==> src/rtl/lst_pkg.sv <==
package lst_pkg;

  localparam int REG_W   = 16;
  localparam int STATE_W = 4;
  localparam int LANE_W  = 6;

  localparam int BIT_BW    = 14;
  localparam int BIT_ACT   = 13;
  localparam int BIT_CLK   = 12;
  localparam int BIT_TRN   = 11;
  localparam int WID_LO    = 4;
  localparam int WID_HI    = WID_LO + LANE_W - 1;

  typedef enum logic [STATE_W-1:0] {
    TS_DETECT   = 4'd0,
    TS_POLLING  = 4'd1,
    TS_CONFIG   = 4'd2,
    TS_L0       = 4'd3,
    TS_L0S      = 4'd4,
    TS_L1       = 4'd5,
    TS_L2       = 4'd6,
    TS_RECOVERY = 4'd7,
    TS_HOTRST   = 4'd8,
    TS_DISABLED = 4'd9,
    TS_LOOPBACK = 4'd10
  } train_state_e;

  typedef enum logic [1:0] {
    RT_IDLE  = 2'd0,
    RT_WAIT  = 2'd1,
    RT_TRAIN = 2'd2
  } rt_state_e;

  function automatic logic in_cfg_rec(input logic [STATE_W-1:0] s);
    return (s == TS_CONFIG) || (s == TS_RECOVERY);
  endfunction

  function automatic logic in_oper(input logic [STATE_W-1:0] s);
    return (s == TS_L0) || (s == TS_L0S) || (s == TS_L1);
  endfunction

endpackage

==> src/rtl/lst_width_decode.sv <==
module lst_width_decode
  import lst_pkg::*;
#(
  parameter int MAX_LANES = 16
) (
  input  logic [STATE_W-1:0] state,
  input  logic [LANE_W-1:0]  lanes,
  output logic [LANE_W-1:0]  field
);
  localparam int NCODE = $clog2(MAX_LANES) + 1;

  logic [NCODE-1:0] hit;

  for (genvar g = 0; g < NCODE; g++) begin : g_code
    assign hit[g] = (lanes == LANE_W'(1 << g));
  end

  always_comb begin
    field = '0;
    if (in_oper(state) && (|hit)) field = lanes;
  end
endmodule

==> src/rtl/lst_retrain_track.sv <==
module lst_retrain_track
  import lst_pkg::*;
(
  input  logic               clk,
  input  logic               rst,
  input  logic [STATE_W-1:0] state,
  input  logic               dl_down,
  input  logic               retrain_wr,
  output logic               done_evt,
  output logic               train_flag_d
);
  rt_state_e rt_q, rt_d;
  logic      pend_q, pend_d;
  logic      cr;

  assign cr = in_cfg_rec(state);

  always_comb begin
    rt_d     = rt_q;
    done_evt = 1'b0;
    if (retrain_wr) begin
      rt_d = cr ? RT_TRAIN : RT_WAIT;
    end else if (dl_down) begin
      rt_d = RT_IDLE;
    end else begin
      case (rt_q)
        RT_WAIT:  if (cr) rt_d = RT_TRAIN;
        RT_TRAIN: if (!cr) begin
                    rt_d     = RT_IDLE;
                    done_evt = 1'b1;
                  end
        default:  rt_d = RT_IDLE;
      endcase
    end
  end

  always_comb begin
    if (cr)              pend_d = 1'b0;
    else if (retrain_wr) pend_d = 1'b1;
    else                 pend_d = pend_q;
  end

  assign train_flag_d = pend_d | cr;

  always_ff @(posedge clk) begin
    if (rst) begin
      rt_q   <= RT_IDLE;
      pend_q <= 1'b0;
    end else begin
      rt_q   <= rt_d;
      pend_q <= pend_d;
    end
  end

  // the pending request survives until training starts
  a_r9_pending_hold: assert property (@(posedge clk) disable iff (rst)
    (pend_q && !cr) |=> pend_q);
  // entering Configuration/Recovery drops the pending request
  a_r9_pending_drop: assert property (@(posedge clk) disable iff (rst)
    cr |=> !pend_q);
  // a link-down aborts any tracked retrain
  a_r3_down_aborts: assert property (@(posedge clk) disable iff (rst)
    (dl_down && !retrain_wr) |=> (rt_q == RT_IDLE));
endmodule

==> src/rtl/lst_bw_sticky.sv <==
module lst_bw_sticky (
  input  logic clk,
  input  logic rst,
  input  logic set_retrain,
  input  logic set_done,
  input  logic set_auto,
  input  logic set_remote,
  input  logic sw_clear,
  output logic sticky_d
);
  logic sticky_q;
  logic set_any;

  assign set_any = set_retrain | set_done | set_auto | set_remote;

  always_comb begin
    if (set_any)       sticky_d = 1'b1;
    else if (sw_clear) sticky_d = 1'b0;
    else               sticky_d = sticky_q;
  end

  always_ff @(posedge clk) begin
    if (rst) sticky_q <= 1'b0;
    else     sticky_q <= sticky_d;
  end

  // a set event wins over a same-cycle clear
  a_r5_set_wins: assert property (@(posedge clk) disable iff (rst)
    (set_any && sw_clear) |=> sticky_q);
  // a clear with no set event empties the flag
  a_r2_clear_works: assert property (@(posedge clk) disable iff (rst)
    (sw_clear && !set_any) |=> !sticky_q);
  // without events the flag holds
  a_r2_hold: assert property (@(posedge clk) disable iff (rst)
    (!sw_clear && !set_any) |=> $stable(sticky_q));
endmodule

==> src/rtl/link_status_tracker.sv <==
module link_status_tracker
  import lst_pkg::*;
#(
  parameter int MAX_LANES    = 16,
  parameter int SPEED_W      = 4,
  parameter bit DLLA_CAP     = 1'b1,
  parameter bit SLOT_CLK_CFG = 1'b1
) (
  input  logic               clk,
  input  logic               rst,
  input  logic [STATE_W-1:0] train_state,
  input  logic               dl_active,
  input  logic               dl_down,
  input  logic               retrain_wr,
  input  logic               auto_bw_change,
  input  logic               remote_bw_change,
  input  logic [LANE_W-1:0]  lane_count,
  input  logic [SPEED_W-1:0] link_speed,
  input  logic               reg_wr,
  input  logic [REG_W-1:0]   reg_wdata,
  output logic [REG_W-1:0]   reg_rdata
);
  localparam logic [REG_W-1:0] RESET_WORD = REG_W'(SLOT_CLK_CFG) << BIT_CLK;

  logic              done_evt;
  logic              trn_d;
  logic              bw_d;
  logic              act_bit;
  logic [LANE_W-1:0] wid;
  logic [REG_W-1:0]  word;
  logic              unused_wdata;

  assign unused_wdata = ^{reg_wdata[REG_W-1:BIT_BW+1], reg_wdata[BIT_BW-1:0]};

  lst_retrain_track u_track (
    .clk          (clk),
    .rst          (rst),
    .state        (train_state),
    .dl_down      (dl_down),
    .retrain_wr   (retrain_wr),
    .done_evt     (done_evt),
    .train_flag_d (trn_d)
  );

  lst_bw_sticky u_bw (
    .clk         (clk),
    .rst         (rst),
    .set_retrain (retrain_wr),
    .set_done    (done_evt),
    .set_auto    (auto_bw_change),
    .set_remote  (remote_bw_change),
    .sw_clear    (reg_wr && reg_wdata[BIT_BW]),
    .sticky_d    (bw_d)
  );

  lst_width_decode #(.MAX_LANES(MAX_LANES)) u_wid (
    .state (train_state),
    .lanes (lane_count),
    .field (wid)
  );

  if (DLLA_CAP) begin : g_act
    assign act_bit = dl_active;
  end else begin : g_noact
    assign act_bit = 1'b0;
  end

  always_comb begin
    word                = '0;
    word[BIT_BW]        = bw_d;
    word[BIT_ACT]       = act_bit;
    word[BIT_CLK]       = SLOT_CLK_CFG;
    word[BIT_TRN]       = trn_d;
    word[WID_HI:WID_LO] = wid;
    word[SPEED_W-1:0]   = link_speed;
  end

  always_ff @(posedge clk) begin
    if (rst) reg_rdata <= RESET_WORD;
    else     reg_rdata <= word;
  end

  // outside the operational states the width field is empty
  a_r11_width_idle: assert property (@(posedge clk) disable iff (rst)
    !in_oper(train_state) |=> (reg_rdata[WID_HI:WID_LO] == '0));
  // Configuration/Recovery shows training
  a_r8_training: assert property (@(posedge clk) disable iff (rst)
    in_cfg_rec(train_state) |=> reg_rdata[BIT_TRN]);
  // bandwidth events show in the sticky bit
  a_r4_bw_event: assert property (@(posedge clk) disable iff (rst)
    (auto_bw_change || remote_bw_change) |=> reg_rdata[BIT_BW]);
  // active mirror follows the link-active input
  a_r6_active: assert property (@(posedge clk) disable iff (rst)
    1'b1 |=> (reg_rdata[BIT_ACT] == (DLLA_CAP && $past(dl_active))));
endmodule

==> config.mk <==
export PLATFORM = sky130hd
export DESIGN_NAME = link_status_tracker
export DESIGN_NICKNAME = d
export VERILOG_FILES = /design/src/rtl/lst_pkg.sv /design/src/rtl/lst_width_decode.sv /design/src/rtl/lst_retrain_track.sv /design/src/rtl/lst_bw_sticky.sv /design/src/rtl/link_status_tracker.sv
export SDC_FILE = /design/constraint.sdc
export NUM_CORES = 1
export LEC_CHECK = 0
export BUFFER_PORTS_ARGS = -buffer_cell sky130_fd_sc_hd__buf_4
export CAP_MARGIN = 40
export CORE_MARGIN = 2
export CORE_UTILIZATION = 36
export DETAILED_ROUTE_END_ITERATION = 6
export GPL_ROUTABILITY_DRIVEN = 0
export PLACE_DENSITY = 0.79
export SYNTH_ARGS = -nofsm -noshare
export SYNTH_HDL_FRONTEND = slang
export SYNTH_HIERARCHICAL = 1
export SYNTH_SLANG_ARGS = --single-unit
==> constraint.sdc <==
create_clock -name clk -period 1.1 [get_ports clk]
set_input_delay 0.165 -clock clk [delete_from_list [all_inputs] [get_ports clk]]
set_output_delay 0.165 -clock clk [all_outputs]
set_load 0.005 [all_outputs]
* Word-level counts from Yosys, hierarchy flattened
Index checks and enable logic that the tools add are counted.
** Cells by class
- Mux-type cells :: 14
- Equality and inequality tests :: 14
- Bitwise operators :: 5
- Reduce and logical (&&, ||, !) cells :: 8
** Operator list (count)
- $eq A4 B3 Y1 const B :: 3
- $mux W2 :: 5
- $eq A4 B2 Y1 const B :: 2
- $mux W1 :: 8
- $eq A6 B1 Y1 const B :: 1
- $eq A6 B2 Y1 const B :: 1
- $eq A6 B3 Y1 const B :: 1
- $eq A6 B4 Y1 const B :: 1
- $eq A6 B5 Y1 const B :: 1
- $reduce_or A5 Y1 :: 1
- $ne A4 B3 Y1 const B :: 1
- $ne A4 B4 Y1 const B :: 1
- $or A1 B1 Y1 :: 4
- $pmux W2 S2 :: 1
- $logic_or A1 B1 Y1 :: 3
- $eq A2 B1 Y1 const B :: 1
- $eq A2 B2 Y1 const B :: 1
- $logic_and A1 B1 Y1 :: 2
- $reduce_and A2 Y1 :: 1
- $reduce_or A2 Y1 :: 1
- $not A1 Y1 :: 1
** Storage, ports and cells
- Output and inout bits :: 16
- Word-level logic and storage cells :: 47
- Register bits :: 20

* Longest topological paths before layout
- Depth in word-level cells :: 10
- Depth in mapped cells :: 6

* Modules after synthesis
Netlist, hierarchy kept.
** Modules (own cells, without submodules)
- link_status_tracker :: sequential area each 260.2 um2, area an instance 431.7 um2, cells an instance 33, times used 1
- lst_retrain_track :: sequential area each 60.1 um2, area an instance 152.6 um2, cells an instance 17, times used 1
- lst_width_decode :: sequential area each 0.0 um2, area an instance 146.4 um2, cells an instance 16, times used 1
- lst_bw_sticky :: sequential area each 20.0 um2, area an instance 56.3 um2, cells an instance 5, times used 1

* Least setup slack after synthesis
Ideal clock, no wire load.
- Kind :: input to register
- Start :: in train_state[0]
- End :: reg reg_rdata[14]
- Data arrival time :: 1.109 ns
- Cell stages on the path :: 6
- Required time :: 0.984 ns
- Setup slack :: -0.125 ns
- Cell sequence :: xor2_1 > nor3b_2 > nor4_1 > nor4_4 > nand2_1 > and2b_2
** On the way
- Cells in the longest elaborated chain, start to end :: 10
** RTL lines
- start: declaration :: RTL line link_status_tracker.sv:11 : input logic [STATE_W-1:0] train_state,
- $eq A4 B2 Y1 / $eq A4 B3 Y1 (equally long branches) :: RTL line lst_pkg.sv:35 : return (s == TS_CONFIG) || (s == TS_RECOVERY);
- $logic_or A1 B1 Y1 * :: RTL line lst_pkg.sv:35
- $mux W1 * :: RTL line lst_retrain_track.sv:28 : RT_TRAIN: if (!cr) begin
- $mux W1 * :: RTL line lst_retrain_track.sv:26 : case (rt_q)
- $mux W1 * :: RTL line lst_retrain_track.sv:23 : end else if (dl_down) begin
- $mux W1 * :: RTL line lst_retrain_track.sv:21 : if (retrain_wr) begin
- named net done_evt :: RTL line link_status_tracker.sv:25 : logic done_evt;
- $or A1 B1 Y1 * (3 in a row) :: RTL line lst_bw_sticky.sv:14 : assign set_any = set_retrain | set_done | set_auto | set_remote;
- $mux W1 * :: RTL line lst_bw_sticky.sv:17 : if (set_any) sticky_d = 1'b1;
- named net bw_d :: RTL line link_status_tracker.sv:27 : logic bw_d;
- end signal: assignment :: RTL line link_status_tracker.sv:80 : else reg_rdata <= word;
- end: declaration :: RTL line link_status_tracker.sv:21 : output logic [REG_W-1:0] reg_rdata
Mark *: on every way through the listed nets, which the timed path passes. The rest lies on a longest branch.
A chain may end at the register's enable or synchronous reset.

* Worst setup path after layout
- Start :: reg u_track.rt_q[0]
- End :: reg reg_rdata[14]
** On the way
- Cells in the longest elaborated chain, start to end :: 8
** RTL lines
- start: declaration :: RTL line lst_retrain_track.sv:12 : rt_state_e rt_q, rt_d;
- start signal: assignment :: RTL line lst_retrain_track.sv:50 : rt_q <= rt_d;
- $eq A2 B2 Y1 :: RTL line lst_retrain_track.sv:26
- $mux W1 :: RTL line lst_retrain_track.sv:26
- $mux W1 :: RTL line lst_retrain_track.sv:23
- $mux W1 :: RTL line lst_retrain_track.sv:21
- named net done_evt :: RTL line link_status_tracker.sv:25
- $or A1 B1 Y1 (3 in a row) :: RTL line lst_bw_sticky.sv:14
- $mux W1 :: RTL line lst_bw_sticky.sv:17
- named net bw_d :: RTL line link_status_tracker.sv:27
The timed path passes the listed nets, and every way through them passes these cells.

==> impl_metrics.py <==
metrics = {
    "global_route": {
        "use_met2_pct": 18.4,
        "grt_pass1_vias": 543,
        "met3_usage_pct": 1.19,
        "antenna_found_initial": 0,
        "grt.total_usage_pct": 11.7,
        "grt_max_degree": 18,
        "grt_use_met1_pct": 14.9,
        "overflow": 0,
        "grt_pass1_wl_mm": 2.31,
        "gr-max-usage-layer": "met2",
    },
    "worst_setup_path": {
        "r2r_start": "u_track/rt_q[0]",
        "slowest_stage": "dfxtp_1",
        "critPathMaxStageDelay_ps": 370,
        "crit_path_start_kind": "register",
        "worst-path-max-fanout": 3,
        "critical_path_required_ps": 1280,
        "worst_r2r_path_depth": 5,
        "r2r-end": "reg_rdata[14]",
        "crit_chain": "nand2b_1 -> nor4_2 -> nor4_4 -> nand2_1 -> and2b_2",
        "cp_data_arrival_time_ps": 1210,
        "critPathKind": "register to register",
        "crit_buf_inv": 0,
        "end_kind": "register",
        "reg2reg_setup_slack_ps": 70,
        "crit_family": "simple AND/OR/NAND/NOR gates",
    },
    "clock_network": {
        "post_cts_buffers": 0,
        "path_clk_slew_ps": 90,
        "tritoncts": "done",
        "htreeDepth": 1,
        "clockRootBuffer": "clkbuf_4",
        "clk_latency_ps": 270,
        "cts_hold_buf": 0,
        "cts.sinks": 17,
        "cts_made_buffers": 3,
        "cts-resized-gates": 0,
        "clock_path_buffers": 2,
    },
    "synthesis": {
        "synth-simple-area-share_pct": 38.2,
        "yosys_warnings": 6,
        "syn_area_per_cell_um2": 11.1,
        "synthAdderAreaFrac_pct": 0,
        "synth-xor-area-share_pct": 2.23,
        "synthMuxAreaShare_pct": 0,
        "yosysSeqAreaShare_pct": 43.2,
        "ys_ff_latch": 17,
        "synth_cell_types": 24,
        "synth_top_family_by_area": "simple AND/OR/NAND/NOR gates",
        "synth_compound_area_share_pct": 9.22,
        "netlist_area_um2": 787,
        "syn-instance-count": 71,
    },
    "timing": {
        "rsz0062_at_grt": "false",
        "finalCritPeriodShare_pct": 94.0,
        "setup_violations": 0,
        "skew_ps": 0.341,
        "period_minus_slack_ps": 1030,
        "max_freq_ghz": 0.967,
        "hold_viol_final": 0,
        "slew_violations": 0,
    },
    "drt": {
        "ant_nets": 0,
        "drc": 0,
        "via_per_inst": 4.37,
        "vias": 585,
        "first_pass_iters": 3,
        "routed_wl_mm": 1.32,
        "drt_iter0_markers": 5,
        "routedWlPerCell_um": 9.83,
    },
    "floorplan": {
        "core.rowCount": 16,
        "dieHeight_um": 50.8,
        "ioPinCount": 54,
        "start_util_pct": 39.3,
        "dieArea_mm2": 0.00258,
        "die_w_um": 50.8,
        "core_area_mm2": 0.00200,
    },
    "cells_and_area": {
        "nets": 146,
        "syn2layout_area_growth_pct": 38.0,
        "diodes": 0,
        "final_common_cell": "buf_4",
        "layout-drive-gt1-share_pct": 54.2,
        "final_area_mm2": 0.00109,
        "utilization_pct": 54.3,
        "layout_common_cells": "36 x buf_4, 17 x dfxtp_1, 8 x nor2b_2",
    },
    "pwr": {
        "power.total_mw": 1.15,
        "ir_drop_v": 0.000558,
        "p_per_area_mw_per_mm2": 1060,
        "cellInternalPower_mw": 0.895,
        "power.switching_mw": 0.252,
        "p_leak_nw": 0.459,
        "switching_share_pct": 22.0,
        "combPwrFrac_pct": 16.7,
        "seq_power_share_pct": 56.6,
        "clockPowerShare_pct": 26.7,
    },
    "worst_hold_path": {
        "min_to": "reg_rdata[3]",
        "min_from": "link_speed[3]",
        "hold_path_depth": 2,
        "hold_path.class": "input port to register",
    },
    "placement": {
        "placed_area_mm2": 0.00106,
        "port_buffers": 35,
        "hpwl_mm": 1.07,
    },
    "job": {
        "max_cap_violations": 0,
    },
    "run_status": {
        "status": "finished, final reports clean",
    },
}
worst reg2reg max path, cell delays in order (launching register included):
cell and delay (ps):
dfxtp_1 370, nand2b_1 130, nor4_2 50, nor4_4 140, nand2_1 70, and2b_2 180
cell families (layout without fill, tap and decap cells):
logic type      Yosys count  in the layout
compound gates            8              8
simple gates             35             35
buf+inv                   6             41
flops                    17             17
xor+xnor                  2              2
other cells               3              4
per-stage QoR:
step	hold slack [ps]	TNS [ps]	cells	worst slack, ps
after global placement	378	-860	130	-165
after detailed placement	381	-906	130	-178
after global routing	93.2	0	134	0.690
final	95.8	0	134	66.2
after CTS	85.8	0	134	52.6
after floorplan	234	-83.7	72	-83.7
synth_stat cells:
master     number  area [um^2]
xor2_1          2         17.5
nor2b_2         8         70.1
nor3b_2         2         25.0
dfxtp_1        17          340
conb_1          3         11.3
a2111oi_4       1         27.5
nor3_1          2         10.0
nor4_4          1         21.3
and2_1          1         6.26
nor2_1          2         7.51
or4b_1          4         40.0
or3_1           1         6.26
buf_6           1         11.3
nand3b_1        1         7.51
and2b_2         3         26.3
nand2_1         1         3.75
a211oi_1        4         30.0
inv_1           1         3.75
or4_4           1         11.3
a21oi_1         3         15.0
buf_4           4         30.0
nor4_1          1         6.26
nor2b_4         2         27.5
nand2b_1        5         31.3
flip-flops by register name, indices dropped and copies added, names as in the netlist:
name	cells
reg_rdata	13
u_track/rt_q	2
u_bw/sticky_q	1
u_track/pend_q	1
worst max path at each step:
stage	startpoint	endpoint	cells past startpoint
after CTS	u_track/rt_q[0]	reg_rdata[14]	5
after global placement	train_state[0]	reg_rdata[14]	7
after floorplan	train_state[0]	reg_rdata[14]	6
after detailed placement	train_state[0]	reg_rdata[14]	7
after global routing	u_track/rt_q[0]	reg_rdata[14]	5
final	u_track/rt_q[0]	reg_rdata[14]	5
layer usage:
layer  up-vias  wire [um]
met2        29        603
met3         2        107
met4         0         19
met1       248        586
li1        306          -
met5         -          0
cell type report:
| class | count | area, um^2 |
|---|---|---|
| well taps | 27 | 33.8 |
| flip-flops and latches | 17 | 340 |
| multi-input cells | 49 | 412 |
| fillers | 183 | 916 |
| clock buffers | 4 | 26.3 |
| repair buffers | 36 | 270 |
| inverters | 1 | 3.75 |
power groups by stage:
stage | Sequential [mW] | Clock (mW) | Combinational [mW]
global placement | 0.663 | 0 | 0.188
CTS | 0.650 | 0.323 | 0.193
floorplan | 0.666 | 0 | 0.0899
global route | 0.652 | 0.341 | 0.213
detailed placement | 0.665 | 0 | 0.193
finish | 0.650 | 0.306 | 0.192
No activity file was read; power rests on OpenSTA's default activity.
